--- src/rtl/lcc_pkg.sv ---
package lcc_pkg;
    localparam int CFG_W = 17;

    typedef struct packed {
        logic       use_z;
        logic [7:0] res_tbl;
        logic [3:0] c1_tbl;
        logic [3:0] c0_tbl;
    } cell_cfg_t;

    typedef enum logic [1:0] {
        MODE_KILL = 2'b00,
        MODE_PASS = 2'b01,
        MODE_INV  = 2'b10,
        MODE_GEN  = 2'b11
    } carry_mode_e;
endpackage

--- src/rtl/lcc_lut.sv ---
module lcc_lut #(
    parameter int K = 2,
    localparam int ENTRIES = 1 << K
) (
    input  logic [ENTRIES-1:0] tbl_i,
    input  logic [K-1:0]       idx_i,
    output logic               out_o
);
    assign out_o = tbl_i[idx_i];
endmodule

--- src/rtl/lcc_cfg_reg.sv ---
module lcc_cfg_reg #(
    parameter int N = 8,
    localparam int W = N * lcc_pkg::CFG_W
) (
    input  logic         clk,
    input  logic         rst,
    input  logic         load_i,
    input  logic [W-1:0] data_i,
    output logic [W-1:0] cfg_q
);
    always_ff @(posedge clk) begin
        if (rst) begin
            cfg_q <= '0;
        end else if (load_i) begin
            cfg_q <= data_i;
        end
    end
endmodule

--- src/rtl/lcc_cell.sv ---
module lcc_cell
    import lcc_pkg::*;
(
    input  cell_cfg_t   cfg_i,
    input  logic        x_i,
    input  logic        y_i,
    input  logic        z_i,
    input  logic        prev_c_i,
    output logic        cout_o,
    output logic        res_o,
    output carry_mode_e mode_o
);
    logic third;
    logic cand0;
    logic cand1;

    assign third = cfg_i.use_z ? z_i : prev_c_i;

    lcc_lut #(.K(2)) u_tbl_a (
        .tbl_i (cfg_i.c0_tbl),
        .idx_i ({x_i, y_i}),
        .out_o (cand0)
    );

    lcc_lut #(.K(2)) u_tbl_b (
        .tbl_i (cfg_i.c1_tbl),
        .idx_i ({x_i, y_i}),
        .out_o (cand1)
    );

    lcc_lut #(.K(3)) u_tbl_res (
        .tbl_i (cfg_i.res_tbl),
        .idx_i ({third, x_i, y_i}),
        .out_o (res_o)
    );

    assign mode_o = carry_mode_e'({cand0, cand1});

    always_comb begin
        unique case (mode_o)
            MODE_KILL: cout_o = 1'b0;
            MODE_GEN:  cout_o = 1'b1;
            MODE_PASS: cout_o = third;
            MODE_INV:  cout_o = ~third;
            default:   cout_o = 1'b0;
        endcase
    end
endmodule

--- src/rtl/lcc_chain.sv ---
module lcc_chain
    import lcc_pkg::*;
#(
    parameter int N = 8,
    localparam int CW = N * CFG_W
) (
    input  logic            clk,
    input  logic            rst,
    input  logic            cfg_load_i,
    input  logic [CW-1:0]   cfg_data_i,
    input  logic [N-1:0]    x_i,
    input  logic [N-1:0]    y_i,
    input  logic [N-1:0]    z_i,
    input  logic            carry_in,
    output logic            carry_out,
    output logic [N-1:0]    carries_o,
    output logic [N-1:0]    result_o,
    output logic [2*N-1:0]  mode_o
);
    logic [CW-1:0] cfg_q;
    logic [N:0]    link;

    lcc_cfg_reg #(.N(N)) u_cfg (
        .clk    (clk),
        .rst    (rst),
        .load_i (cfg_load_i),
        .data_i (cfg_data_i),
        .cfg_q  (cfg_q)
    );

    assign link[0] = carry_in;

    for (genvar i = 0; i < N; i++) begin : g_cell
        carry_mode_e cell_mode;

        lcc_cell u_cell (
            .cfg_i    (cell_cfg_t'(cfg_q[i*CFG_W +: CFG_W])),
            .x_i      (x_i[i]),
            .y_i      (y_i[i]),
            .z_i      (z_i[i]),
            .prev_c_i (link[i]),
            .cout_o   (link[i+1]),
            .res_o    (result_o[i]),
            .mode_o   (cell_mode)
        );

        assign mode_o[2*i +: 2] = cell_mode;
        assign carries_o[i]     = link[i+1];
    end

    assign carry_out = link[N];
endmodule

--- config.mk ---
export PLATFORM = sky130hd
export DESIGN_NAME = lcc_chain
export DESIGN_NICKNAME = d
export VERILOG_FILES = /design/src/rtl/lcc_pkg.sv /design/src/rtl/lcc_lut.sv /design/src/rtl/lcc_cfg_reg.sv /design/src/rtl/lcc_cell.sv /design/src/rtl/lcc_chain.sv
export SDC_FILE = /design/constraint.sdc
export NUM_CORES = 1
export LEC_CHECK = 0
export BUFFER_PORTS_ARGS = -buffer_cell sky130_fd_sc_hd__buf_2
export CAP_MARGIN = 5
export CORE_UTILIZATION = 39
export CTS_BUF_LIST = sky130_fd_sc_hd__clkbuf_4
export CTS_CLUSTER_SIZE = 8
export DETAILED_ROUTE_END_ITERATION = 12
export PLACE_DENSITY_LB_ADDON = 0.3
export SETUP_SLACK_MARGIN = 0.3
export SYNTH_ARGS = -nofsm -noshare
export SYNTH_HDL_FRONTEND = slang
export SYNTH_SLANG_ARGS = --single-unit
--- constraint.sdc ---
create_clock -name clk -period 5.8 [get_ports clk]
set_input_delay 0.87 -clock clk [delete_from_list [all_inputs] [get_ports clk]]
set_output_delay 0.87 -clock clk [all_outputs]
set_load 0.05 [all_outputs]
# Yosys cells after proc, flatten, opt, wreduce, memory -nomap -nowiden
# Cells that the tools add are included.
# Widths: inputs -> output; s select.
[totals] ff_bits=136
[op_classes] n_lt_le_gt_ge=16 n_eq_ne=24 n_mux=64 n_bitwise=8 n_reduce_logical=8
[op_table] op="$bmux 1 s2" count=16
[op_table] op="$eq 2x2->1 const B" count=16
[op_table] op="$lt 3x4->1 const B" count=8
[op_table] op="$mux 1" count=32
[op_table] op="$pmux 1 s4" count=8
[op_table] op="$bmux 1 s3" count=8
[op_table] op="$lt 2x3->1 const B" count=8
[op_table] op="$eq 2x1->1 const B" count=8
[op_table] op="$logic_not 2->1" count=8
[op_table] op="$not 1->1" count=8

# Depth between registers and ports, before layout
[logic_depth] depth_word=25 mapped_depth=11

# Hierarchy
# Synthesis repeated with hierarchy kept, for this count alone.
[unflattened] cells_unflattened=511 hier_area_um2=6040.8
[modules_own_cells] mod="lcc_cfg_reg" n_inst=1 cells_per_inst=438 area_each_um2=4802.1 seq_area_each_um2=2722.6
[modules_own_cells] mod="lcc_lut (g_cell[0].u_cell.u_tbl_res ...)" n_inst=8 cells_per_inst=3 area_each_um2=63.8 seq_area_each_um2=0.0
[modules_own_cells] mod="lcc_cell" n_inst=8 cells_per_inst=4 area_each_um2=45.0 seq_area_each_um2=0.0
[modules_own_cells] mod="lcc_lut (g_cell[0].u_cell.u_tbl_a ...)" n_inst=16 cells_per_inst=1 area_each_um2=22.5 seq_area_each_um2=0.0
[modules_own_cells] mod="lcc_chain" n_inst=1 cells_per_inst=1 area_each_um2=7.5 seq_area_each_um2=0.0

# Worst setup path after synthesis
# No wires, ideal clock.
[synth_path] kind="input-to-output" startpoint="in y_i[0]" endpoint="out carries_o[7]" t_arrival_ns=4.434 t_required_ns=4.930 setup_slack_ns=0.496 path_stages=11 n_path_buf=1 cell_sequence="mux4_1 mux2_4 mux2_4 a32o_1 o21a_1 or3_4 a41o_1 o21a_4 o311ai_4 mux2_1 buf_4"
[synth_between] elab_chain_cells=25 elab_cells_between_ends=30
[synth_rtl] item="start: declaration" line="lcc_chain.sv:12" source="input logic [N-1:0] y_i,"
[synth_rtl] item="$bmux 1 s2" line="lcc_lut.sv:9" source="assign out_o = tbl_i[idx_i];"
[synth_rtl] item="$mux 1 (not written as such)" line="lcc_lut.sv:9"
[synth_rtl] item="$eq 2x2->1, or another cell as far along" line="lcc_cell.sv:40" source="unique case (mode_o)"
[synth_rtl] item="$pmux 1 s4 (*)" line="lcc_cell.sv:40"
[synth_rtl] item="via g_cell[0].u_cell.cout_o" line="lcc_cell.sv:9" source="output logic cout_o,"
[synth_rtl] item="$mux 1 (*)" line="lcc_cell.sv:17" source="assign third = cfg_i.use_z ? z_i : prev_c_i;"
[synth_rtl] item="$not 1->1" line="lcc_cell.sv:44" source="MODE_INV: cout_o = ~third;"
[synth_rtl] item="$pmux 1 s4 (*)" line="lcc_cell.sv:40"
[synth_rtl] item="[10 not listed]"
[synth_rtl] item="$not 1->1" line="lcc_cell.sv:44"
[synth_rtl] item="$pmux 1 s4 (*)" line="lcc_cell.sv:40"
[synth_rtl] item="$mux 1 (*)" line="lcc_cell.sv:17"
[synth_rtl] item="$not 1->1" line="lcc_cell.sv:44"
[synth_rtl] item="$pmux 1 s4 (*)" line="lcc_cell.sv:40"
[synth_rtl] item="$mux 1 (*)" line="lcc_cell.sv:17"
[synth_rtl] item="$not 1->1" line="lcc_cell.sv:44"
[synth_rtl] item="$pmux 1 s4 (*)" line="lcc_cell.sv:40"
[synth_rtl] item="end: declaration" line="lcc_chain.sv:16" source="output logic [N-1:0] carries_o,"
# Mark *: on every way through the listed nets, which the timed path passes. The rest lies on a longest branch. The select of a mux whose other input is x is not followed.

# Worst setup path in the final report
[layout_path] startpoint="in y_i[0]" endpoint="out carry_out"
[layout_between] elab_chain_cells=25 elab_cells_between_ends=30
[layout_rtl] item="$bmux 1 s2" line="lcc_lut.sv:9"
[layout_rtl] item="$mux 1 (not written as such)" line="lcc_lut.sv:9"
[layout_rtl] item="$eq 2x2->1, or another cell as far along" line="lcc_cell.sv:40"
[layout_rtl] item="$pmux 1 s4 (*)" line="lcc_cell.sv:40"
[layout_rtl] item="$mux 1 (*)" line="lcc_cell.sv:17"
[layout_rtl] item="$not 1->1" line="lcc_cell.sv:44"
[layout_rtl] item="$pmux 1 s4 (*)" line="lcc_cell.sv:40"
[layout_rtl] item="$mux 1 (*)" line="lcc_cell.sv:17"
[layout_rtl] item="[9 not listed]"
[layout_rtl] item="$not 1->1" line="lcc_cell.sv:44"
[layout_rtl] item="$pmux 1 s4 (*)" line="lcc_cell.sv:40"
[layout_rtl] item="$mux 1 (*)" line="lcc_cell.sv:17"
[layout_rtl] item="$not 1->1" line="lcc_cell.sv:44"
[layout_rtl] item="$pmux 1 s4 (*)" line="lcc_cell.sv:40"
[layout_rtl] item="$mux 1 (*)" line="lcc_cell.sv:17"
[layout_rtl] item="$not 1->1" line="lcc_cell.sv:44"
[layout_rtl] item="$pmux 1 s4 (*)" line="lcc_cell.sv:40"
[layout_rtl] item="end: declaration" line="lcc_chain.sv:15" source="output logic carry_out,"
# Every way passes the cells marked *; elsewhere a longest branch is shown, timed or not. The select of a mux whose other input is x is not followed.

==> impl_metrics.csv <==
group,metric,value,unit
floorplanning,boundaryPins,197,
placement,post-dp-hpwl,10.7,mm
finish,top_regs,"u_cfg.cfg_q: 136 flops",
run,maxCapViolCount,0,
detailed_routing,top_layer_used,"met4",
detailed_routing,drc,0,
cts,cts_sinks,136,
sta,final.min_clock_period,5.36,ns
cts,htreeDepth,4,
detailed_routing,wl,14.2,mm
synthesis,synth_nets,735,
cts,cts_made_buffers,17,
cts,cts_tree,"built",
synthesis,synth_top_family_by_area,"multiplexers",
sta,tightest_slew,0.751,ns
grt,grt_max_degree,74,
synthesis,yosys_most_used_dff,"dfxtp_1",
finish,area_growth,20.2,%
pwr,swShare,28.1,%
sta,tns,0,ns
detailed_routing,dr.first_iter.drc_count,198,
finish,largest_register_ffs,136,
setup_path,cp.required,4.93,ns
grt,grt_usage,17.9,%
pwr,clkPwrFrac,33.6,%
placement,gp_congestion,0.761,
finish,nNetsFinal,891,
status,outcome,"finished clean",
floorplanning,coreArea,15400,sq um
floorplanning,die_x,128,um
floorplanning,start_util,40.5,%
synthesis,synth_cells,571,
finish,layout-drive-gt1-share,37.8,%
floorplanning,row_count,45,
placement,place_ws,0.334,ns
synthesis,synth_cell_types,36,
detailed_routing,wl_per_cell,14.9,um
synthesis,yosysSeqAreaShare,43.7,%
sta,max_freq,187,MHz
sta,setup_slack,0.440,ns
sta,hold_slack,0.499,ns
cts,cts_hold_buf,0,
sta,rsz0062_at_grt,"no",
setup_path,critPathLaunchType,"input port",
setup_path,crit_arrival,4.49,ns
setup_path,path_max_fanout,5,
grt,grt_pass1_vias,4736,
finish,n_antenna_cell,0,
grt,overflow,0,
detailed_routing,ant_nets,0,
cts,clock_latency,0.52,ns
sta,relSlewSlack,50.0,%
detailed_routing,dr_wl_met3,1.11,mm
synthesis,async_flop_share,0,%
pwr,netSwitchingPower,603,uW
floorplanning,die_y,128,um
synthesis,yosysWarningCount,0,
finish,utilization,48.7,%
pwr,power.density,287,nW/um^2
synthesis,avgSynthCellArea,10.9,sq um
finish,largest_register,"u_cfg.cfg_q",
cts,clockBufferDepth,2,
synthesis,synth_xor_area_share,0,%
placement,port_buffers,196,
sta,fin_crit_sh,92.4,%
cts,clk_pin_slew,0.11,ns
synthesis,synth_area,6220,sq um
sta,clock_skew,0,ns
grt,grt_pass1_wl,22.9,mm
setup_path,worstSetupEndpointType,"primary output",
hold_path,hold_class,"reg -> reg",
sta,hold_viol_final,0,
pwr,intPower,1540,uW
detailed_routing,routed-wl-met2,6.64,mm
detailed_routing,drt-met1-wl,6.27,mm
detailed_routing,vias_per_cell,4.84,
pwr,power_frac_seq,47.5,%
synthesis,ys_ff_latch,136,
synthesis,muxShareOfSynthArea,37.0,%
sta,slew_viol_final,0,
pwr,power_frac_comb,18.9,%
detailed_routing,firstDrtPassIters,4,
synthesis,synth-compound-area-share,2.35,%
floorplanning,die_area,16500,sq um
synthesis,synth_edf_count,0,
cts,cts-root-buf,"clkbuf_4",
synthesis,synth-simple-area-share,11.0,%
synthesis,synthAdderAreaFrac,0,%
grt,antenna_found_initial,0,
pwr,ir_drop,0.000214,V
setup_path,crit_type,"in -> out",
detailed_routing,vias,4601,
pwr,leakagePower,0.00361,uW
sta,final-setup-viol-count,0,
==> synthesized netlist by cell type (2+ instances only) <==
cell | instances | share of area [%]
inv_1 | 3 | 0.18
mux4_2 | 28 | 10
mux2_1 | 2 | 0.36
buf_1 | 10 | 0.60
nor2_1 | 136 | 8.2
mux4_1 | 4 | 1.7
and2_1 | 2 | 0.20
mux2_2 | 12 | 2.2
mux2_4 | 2 | 0.48
mux2i_1 | 138 | 22
buf_4 | 32 | 3.9
o21ai_0 | 7 | 0.56
clkbuf_1 | 20 | 1.2
nand2b_1 | 8 | 0.80
a21oi_1 | 4 | 0.32
dfxtp_1 | 136 | 44
nand2_1 | 8 | 0.48
==> cells by family after synthesis <==
family,Yosys count
simple gates,165
flops,136
mux,186
buf+inv,65
compound gates,19
==> worst max-delay path: stages <==
cell and delay [ns]:
buf_2 0.15, mux4_2 0.54, mux2_4 0.30, mux2_4 0.33, a32o_2 0.29, o21a_1 0.21, or3_4 0.40, a41o_1 0.24
o21a_4 0.24, o311ai_4 0.31, mux2_2 0.39, clkbuf_4 0.21
==> routing by layer <==
metal | track usage, % | vias to the layer above
met5 | 0 | -
met4 | 5.95 | 0
met3 | 6.55 | 16
met2 | 29.8 | 147
met1 | 21.4 | 2154
li1 | - | 2284
==> stage by stage <==
stage	cells	instance area (sq um)	power (uW)
2_1_floorplan	571	6220	1350
3_3_place_gp	919	7150	1440
3_5_place_dp	919	7150	1450
4_1_cts	951	7480	2180
5_1_grt	951	7480	2250
6_report	951	7480	2150
==> power groups by stage <==
stage / clock (uW) / combinational, uW / sequential, uW
2_1_floorplan: 0 / 317 / 1030
3_3_place_gp: 0 / 398 / 1040
3_5_place_dp: 0 / 406 / 1040
4_1_cts: 749 / 408 / 1020
5_1_grt: 781 / 438 / 1030
6_report: 721 / 406 / 1020
==> worst paths after layout <==
check	from	endpoint	slack, ns	cells past startpoint
worst max-delay path	y_i[0]	carry_out	0.44	12
worst min-delay path	u_cfg.cfg_q[62]	u_cfg.cfg_q[62]	0.50	2
worst max register to register	u_cfg.cfg_q[135]	u_cfg.cfg_q[135]	5.09	2
worst min register to register	u_cfg.cfg_q[62]	u_cfg.cfg_q[62]	0.50	2
==> cell type report <==
| cell class | instances | area (sq um) |
|---|---|---|
| Clock inverter | 15 | 206 |
| Clock buffer | 17 | 128 |
| Fill cell | 1473 | 7890 |
| Timing Repair Buffer | 199 | 1020 |
| Inverter | 3 | 11.3 |
| Multi-Input combinational cell | 370 | 3130 |
| Sequential cell | 136 | 2720 |
| Tap cell | 211 | 264 |
==> timing repair <==
action	CTS	global route
endpoints found under the setup margin	0	3
hold endpoints to repair	0	0
resized for setup	0	8
buffers inserted	0	0
==> cell usage in the layout (no fill, tap or decap), types with 3 or more instances in the layout <==
master,n
mux2i_1,138
nand2b_1,8
mux4_2,30
clkinvlp_4,3
buf_4,5
mux2_2,13
inv_1,3
clkbuf_4,18
buf_2,192
nor2_1,136
dfxtp_1,136
bufinv_16,5
a21oi_1,3
o21ai_0,7
nand2_1,8
clkinv_1,4
Note: power is estimated with default switching activity, not from simulation.
